<file path="config.mk">
export PLATFORM = sky130hd
export DESIGN_NAME = wdt_interval_timer
export DESIGN_NICKNAME = d
export VERILOG_FILES = /design/src/rtl/wdt_pkg.sv /design/src/rtl/wdt_prescaler.sv /design/src/rtl/wdt_counter.sv /design/src/rtl/wdt_ctrl_reg.sv /design/src/rtl/wdt_pulse.sv /design/src/rtl/wdt_interval_timer.sv
export SDC_FILE = /design/constraint.sdc
export NUM_CORES = 1
export LEC_CHECK = 0
export BUFFER_PORTS_ARGS = -buffer_cell sky130_fd_sc_hd__buf_4
export CORE_UTILIZATION = 40
export CTS_CLUSTER_DIAMETER = 150
export DETAILED_ROUTE_END_ITERATION = 10
export PLACE_DENSITY = 0.7
export SYNTH_ARGS = -nofsm -noshare
export SYNTH_HDL_FRONTEND = slang
export SYNTH_SLANG_ARGS = --single-unit
</file>
<file path="constraint.sdc">
create_clock -name clk_i -period 5.2 [get_ports clk_i]
set_clock_uncertainty 0.1 [all_clocks]
set_input_delay 0 -clock clk_i [delete_from_list [all_inputs] [get_ports clk_i]]
set_output_delay 0 -clock clk_i [all_outputs]
set_load 0.02 [all_outputs]
</file>
<file path="src/rtl/wdt_pkg.sv">
package wdt_pkg;

    localparam int DATA_W   = 8;
    localparam int CNT_W    = 8;
    localparam int SEL_W    = 3;
    localparam int N_SEL    = 1 << SEL_W;
    localparam int PRE_W    = 13;
    localparam int PULSE_LEN = 128;

    typedef enum logic {
        MODE_INTERVAL = 1'b0,
        MODE_WATCHDOG = 1'b1
    } wdt_mode_e;

    typedef enum logic {
        REG_CTRL = 1'b0,
        REG_CNT  = 1'b1
    } wdt_reg_e;

    localparam logic [1:0] RSVD_READ = 2'b11;

    // control/status byte as seen on the bus
    typedef struct packed {
        logic        ovf_flag;
        wdt_mode_e   mode;
        logic        run;
        logic [1:0]  rsvd;
        logic [SEL_W-1:0] clk_sel;
    } wdt_ctrl_t;

    // number of low prescaler bits that must be all ones for a tick
    function automatic int div_log2(input int sel);
        case (sel)
            0:       return 1;
            1:       return 6;
            2:       return 7;
            3:       return 8;
            4:       return 9;
            5:       return 10;
            6:       return 12;
            default: return 13;
        endcase
    endfunction

endpackage

</file>
<file path="src/rtl/wdt_prescaler.sv">
module wdt_prescaler
    import wdt_pkg::*;
(
    input  logic             clk_i,
    input  logic             rst_i,
    input  logic             run_i,
    input  logic [SEL_W-1:0] sel_i,
    output logic             tick_o
);
    logic [PRE_W-1:0] pre_q;
    logic [N_SEL-1:0] taps;

    always_ff @(posedge clk_i) begin
        if (rst_i || !run_i) pre_q <= '0;
        else                 pre_q <= pre_q + 1'b1;
    end

    for (genvar g = 0; g < N_SEL; g++) begin : g_tap
        localparam int LOW_BITS = div_log2(g);
        assign taps[g] = &pre_q[LOW_BITS-1:0];
    end

    assign tick_o = run_i & taps[sel_i];

endmodule

</file>
<file path="src/rtl/wdt_counter.sv">
module wdt_counter
    import wdt_pkg::*;
(
    input  logic             clk_i,
    input  logic             rst_i,
    input  logic             run_i,
    input  logic             tick_i,
    input  logic             load_i,
    input  logic [CNT_W-1:0] load_val_i,
    output logic [CNT_W-1:0] cnt_o,
    output logic             wrap_o
);
    localparam logic [CNT_W-1:0] CNT_TOP = '1;

    logic [CNT_W-1:0] cnt_q;

    always_ff @(posedge clk_i) begin
        if (rst_i || !run_i) cnt_q <= '0;
        else if (load_i)     cnt_q <= load_val_i;
        else if (tick_i)     cnt_q <= cnt_q + 1'b1;
    end

    // a load in the tick cycle suppresses both the step and the wrap
    assign wrap_o = run_i & tick_i & ~load_i & (cnt_q == CNT_TOP);
    assign cnt_o  = cnt_q;

endmodule

</file>
<file path="src/rtl/wdt_ctrl_reg.sv">
module wdt_ctrl_reg
    import wdt_pkg::*;
(
    input  logic             clk_i,
    input  logic             rst_i,
    input  logic             wr_i,
    input  logic             rd_i,
    input  logic             wr_flag_i,
    input  logic             wr_mode_i,
    input  logic             wr_run_i,
    input  logic [SEL_W-1:0] wr_sel_i,
    input  logic             wrap_i,
    output wdt_ctrl_t        ctrl_o
);
    wdt_mode_e        mode_q;
    logic             run_q;
    logic [SEL_W-1:0] sel_q;
    logic             flag_q;
    logic             armed_q;
    logic             ack;

    assign ack = wr_i & ~wr_flag_i & armed_q & flag_q;

    always_ff @(posedge clk_i) begin
        if (rst_i) begin
            mode_q <= MODE_INTERVAL;
            run_q  <= 1'b0;
            sel_q  <= '0;
        end else if (wr_i) begin
            mode_q <= wdt_mode_e'(wr_mode_i);
            run_q  <= wr_run_i;
            sel_q  <= wr_sel_i;
        end
    end

    // sticky flag: set by wrap, cleared only by an armed write of 0
    always_ff @(posedge clk_i) begin
        if (rst_i) begin
            flag_q  <= 1'b0;
            armed_q <= 1'b0;
        end else if (wrap_i) begin
            flag_q  <= 1'b1;
            armed_q <= 1'b0;
        end else if (ack) begin
            flag_q  <= 1'b0;
            armed_q <= 1'b0;
        end else if (rd_i && flag_q) begin
            armed_q <= 1'b1;
        end
    end

    always_comb begin
        ctrl_o.ovf_flag = flag_q;
        ctrl_o.mode     = mode_q;
        ctrl_o.run      = run_q;
        ctrl_o.rsvd     = RSVD_READ;
        ctrl_o.clk_sel  = sel_q;
    end

endmodule

</file>
<file path="src/rtl/wdt_pulse.sv">
module wdt_pulse #(
    parameter int LEN = 128
) (
    input  logic clk_i,
    input  logic rst_i,
    input  logic fire_i,
    output logic active_o
);
    localparam int W = (LEN > 2) ? $clog2(LEN) : 1;
    localparam logic [W-1:0] RELOAD = W'(LEN - 1);

    logic [W-1:0] left_q;
    logic         active_q;

    always_ff @(posedge clk_i) begin
        if (rst_i) begin
            active_q <= 1'b0;
            left_q   <= '0;
        end else if (fire_i) begin
            active_q <= 1'b1;
            left_q   <= RELOAD;
        end else if (active_q) begin
            if (left_q == '0) active_q <= 1'b0;
            else              left_q   <= left_q - 1'b1;
        end
    end

    assign active_o = active_q;

endmodule

</file>
<file path="src/rtl/wdt_interval_timer.sv">
module wdt_interval_timer
    import wdt_pkg::*;
#(
    parameter int OVF_PULSE = PULSE_LEN
) (
    input  logic              clk_i,
    input  logic              rst_i,
    input  logic              addr_i,
    input  logic              wr_en_i,
    input  logic              rd_en_i,
    input  logic [DATA_W-1:0] wdata_i,
    output logic [DATA_W-1:0] rdata_o,
    output logic              irq_o,
    output logic              wdt_ovf_o
);
    wdt_ctrl_t        ctrl_q;
    logic             wr_ctrl, wr_cnt, rd_ctrl;
    logic             tick_w, wrap_w, fire_w;
    logic             run_w, mode_wd_w, flag_w;
    logic [CNT_W-1:0] cnt_q;

    assign wr_ctrl = wr_en_i & (wdt_reg_e'(addr_i) == REG_CTRL);
    assign wr_cnt  = wr_en_i & (wdt_reg_e'(addr_i) == REG_CNT);
    assign rd_ctrl = rd_en_i & (wdt_reg_e'(addr_i) == REG_CTRL);

    wdt_ctrl_reg u_ctrl (
        .clk_i     (clk_i),
        .rst_i     (rst_i),
        .wr_i      (wr_ctrl),
        .rd_i      (rd_ctrl),
        .wr_flag_i (wdata_i[7]),
        .wr_mode_i (wdata_i[6]),
        .wr_run_i  (wdata_i[5]),
        .wr_sel_i  (wdata_i[SEL_W-1:0]),
        .wrap_i    (wrap_w),
        .ctrl_o    (ctrl_q)
    );

    assign run_w     = ctrl_q.run;
    assign mode_wd_w = (ctrl_q.mode == MODE_WATCHDOG);
    assign flag_w    = ctrl_q.ovf_flag;

    wdt_prescaler u_pre (
        .clk_i  (clk_i),
        .rst_i  (rst_i),
        .run_i  (run_w),
        .sel_i  (ctrl_q.clk_sel),
        .tick_o (tick_w)
    );

    wdt_counter u_cnt (
        .clk_i      (clk_i),
        .rst_i      (rst_i),
        .run_i      (run_w),
        .tick_i     (tick_w),
        .load_i     (wr_cnt),
        .load_val_i (wdata_i[CNT_W-1:0]),
        .cnt_o      (cnt_q),
        .wrap_o     (wrap_w)
    );

    assign fire_w = wrap_w & mode_wd_w;

    wdt_pulse #(.LEN(OVF_PULSE)) u_pulse (
        .clk_i    (clk_i),
        .rst_i    (rst_i),
        .fire_i   (fire_w),
        .active_o (wdt_ovf_o)
    );

    assign irq_o   = flag_w & ~mode_wd_w;
    assign rdata_o = (wdt_reg_e'(addr_i) == REG_CTRL) ? DATA_W'(ctrl_q) : DATA_W'(cnt_q);

endmodule

</file>
==> results.yml <==
final_layout:
  final_util_pct: 51.9
  syn_to_final_growth_pct: 24.4
  num_antenna_cells: 0
  drive_above_1_share_pct: 17.1
  final_net_count: 257
  fillers: 398
cts:
  clkLatencyLatePin_ps: 300
  post_cts_resized: 0
  cts_tree: "done"
  clock_path_buffers: 2
  cts_sinks: 36
  numCtsBuffers: 5
  clk_pin_slew_ps: 80
  h-tree-depth: 2
  root_buffer: "clkbuf_8"
route:
  via_per_inst: 5.47
  drtIter0Drc: 68
  ant_nets: 0
  drtPass1Iterations: 4
  vias: 1596
  dr_wl_met2_um: 1780
  met1Wirelength_um: 1860
  drc: 0
  wl_met3_um: 200
  wire_per_inst_um: 13.4
  top_layer_used: "met4"
  finalWirelength_um: 3920
global_route:
  grt_start_max_net_pins: 18
  grt_pass1_wl_um: 6780
  grt_usage_pct: 17.8
  grt_pass1_vias: 1515
  antenna_found_initial: 0
  overflow: 0
pwr:
  p_leak_nw: 0.882
  peakVddDrop_v: 0.000199
  finalPower_mw: 0.573
  powerDensity_nw_per_um2: 254
synth:
  syn_area_per_cell_um2: 8.86
  netlist_area_um2: 1820
  ys_ff_latch: 36
  synth_top_area_cell: "dfxtp_1"
  synth_common_cells: "dfxtp_1, nor2_1, a21oi_1, o21ai_0"
  synth_cells: 205
  synth_flop_cell: "dfxtp_1"
  ys_seq_area_share_pct: 39.7
  synth_most_common_cell: "dfxtp_1"
  synth_edf_count: 0
  synth_top_cell_area_share_pct: 39.7
  yosysWarnings: 0
  async_flop_share_pct: 0
  ys_types: 42
  synth.area.top_cells: "dfxtp_1, nor2_1, mux2i_1, xnor2_1, xor2_1"
  synth.net_count: 223
sta:
  fmax_mhz: 353
  tns_ps: 0
  maxSlewViolCount: 0
  rsz0062_at_grt: "no"
  fin_ws_ps: 2360
  period_minus_slack_ps: 2840
  max_slew_margin_pct: 49.6
  tightest_slew_ps: 754
  post-route-period-util_pct: 54.5
  finalSetupViolations: 0
  hold_violations: 0
  hold_ws_ps: 39.5
critical_path:
  startpoint_type: "flop"
  crit_slowest_cell: "or4_1"
  cp_max_fo: 17
  critPathCaptureType: "flop"
  path_class: "flop to flop"
  cp.required_ps: 5330
  path_cells: "ha_1 -> and4_1 -> nand4_2 -> inv_1 -> ha_1 -> mux2i_1 -> nor4b_1 -> a41o_1 -> a41oi_2 -> or4_1 -> a31oi_1"
  crit_top_cell: "ha_1"
  critPathMaxStageDelay_ps: 620
  cp.arrival_ps: 2970
  worst-path-buf-inv: 1
  cp_top_family: "simple AND/OR/NAND/NOR gates"
job:
  drv_cap: 0
place:
  pre_cts_slack_ps: 2410
  gp_congestion: 0.761
  dp_hpwl_um: 2600
  port_buffers: 22
floorplanning:
  pin_count: 23
  core_area_um2: 4350
  die_x_um: 69.4
  start_util_pct: 41.7
  rows: 24
  die_h_um: 69.4
  die_area_um2: 4810
worst_hold_path:
  hold_class: "primary input to flop"
status:
  run_status: "finished, final reports clean"
-- worst register-to-register path: stages, from the launching register on --
cell and delay (ps):
dfxtp_1 390, ha_1 220, and4_1 260, nand4_2 160, inv_1 90, ha_1 130, mux2i_1 60, nor4b_1 270
a41o_1 170, a41oi_2 130, or4_1 620, a31oi_1 160
-- flip-flops by register name, summed over array words and instances, names as in the netlist --
register	cells
u_pulse.active_o	1
u_ctrl.armed_q	1
u_ctrl.run_q	1
u_cnt.cnt_o	8
u_ctrl.sel_q	3
u_ctrl.flag_q	1
u_ctrl.mode_q	1
u_pre.pre_q	13
u_pulse.left_q	7
-- cells in the final DEF, fill, tap and decap left out, types with 2 or more instances in the layout --
| master | n |
|---|---|
| or3_1 | 2 |
| dlygate4sd3_1 | 14 |
| and3_1 | 3 |
| clkbuf_8 | 5 |
| nor2b_1 | 3 |
| dfxtp_1 | 36 |
| nand2b_1 | 4 |
| xnor2_1 | 8 |
| mux2_2 | 5 |
| nor2_1 | 22 |
| o21ai_0 | 11 |
| and2_1 | 3 |
| nand4_1 | 4 |
| xor2_1 | 8 |
| a31oi_1 | 6 |
| nand2_1 | 9 |
| nor3_1 | 2 |
| or4_1 | 7 |
| buf_4 | 22 |
| a21oi_1 | 11 |
| inv_1 | 10 |
| nand3_1 | 10 |
| mux2i_1 | 7 |
| ha_1 | 5 |
| o31ai_1 | 4 |
-- metrics by stage --
step           instance area [µm²]  instances
6_report                      2260        292
5_1_grt                       2260        292
4_1_cts                       2260        292
3_5_place_dp                  2010        270
3_3_place_gp                  2010        270
2_1_floorplan                 1820        205
-- cells by family (layout without fill, tap and decap cells) --
kind of cell,count (synthesis),in the layout,share of synthesized area (%)
AO/OA/AOI/OAI,41,41,14.7
multiplexers,12,12,6.96
flip-flops,36,36,39.7
adder cells (fa/ha/maj),5,5,3.45
buffers and inverters,19,54,4.20
XOR/XNOR,16,16,7.72
AND/OR/NAND/NOR,76,76,23.3
-- timing repair --
action                    CTS  global route
hold buffers               14             0
hold endpoints to repair   23             0
buffers inserted            0             0
-- layer usage --
metal	up-vias	GRT usage, %
li1	804	-
met1	743	22.3
met4	0	7.48
met2	41	27.8
met3	8	6.10
met5	-	0
-- report_power, final --
group	internal [mW]	leakage (nW)	switching, mW
clock network	0.142	0.0541	0.108
logic	0.0218	0.537	0.0193
registers	0.278	0.291	0.00433
total	0.442	0.882	0.131
-- cell type report --
type	count	area [µm²]	area share (%)
clock buffer	5	68.8	3.05
timing repair buffer	36	305	13.5
sequential	36	721	31.9
multi-input combinational	150	1020	45.1
inverter	10	37.5	1.66
clock inverter	3	42.5	1.88
tap	52	65.1	2.88
-- final timing paths --
| kind | start | end | slack [ps] | cells after the start |
|---|---|---|---|---|
| max | u_pre.pre_q[0]$_SDFF_PP0_ | u_cnt.cnt_o[7]$_SDFFE_PP0P_ | 2360 | 11 |
| min | wr_en_i | u_cnt.cnt_o[0]$_SDFFE_PP0P_ | 40 | 4 |
| max reg2reg | u_pre.pre_q[0]$_SDFF_PP0_ | u_cnt.cnt_o[7]$_SDFFE_PP0P_ | 2360 | 11 |
| min reg2reg | u_pre.pre_q[0]$_SDFF_PP0_ | u_pre.pre_q[0]$_SDFF_PP0_ | 390 | 1 |
No activity file was read; power rests on OpenSTA's default activity.
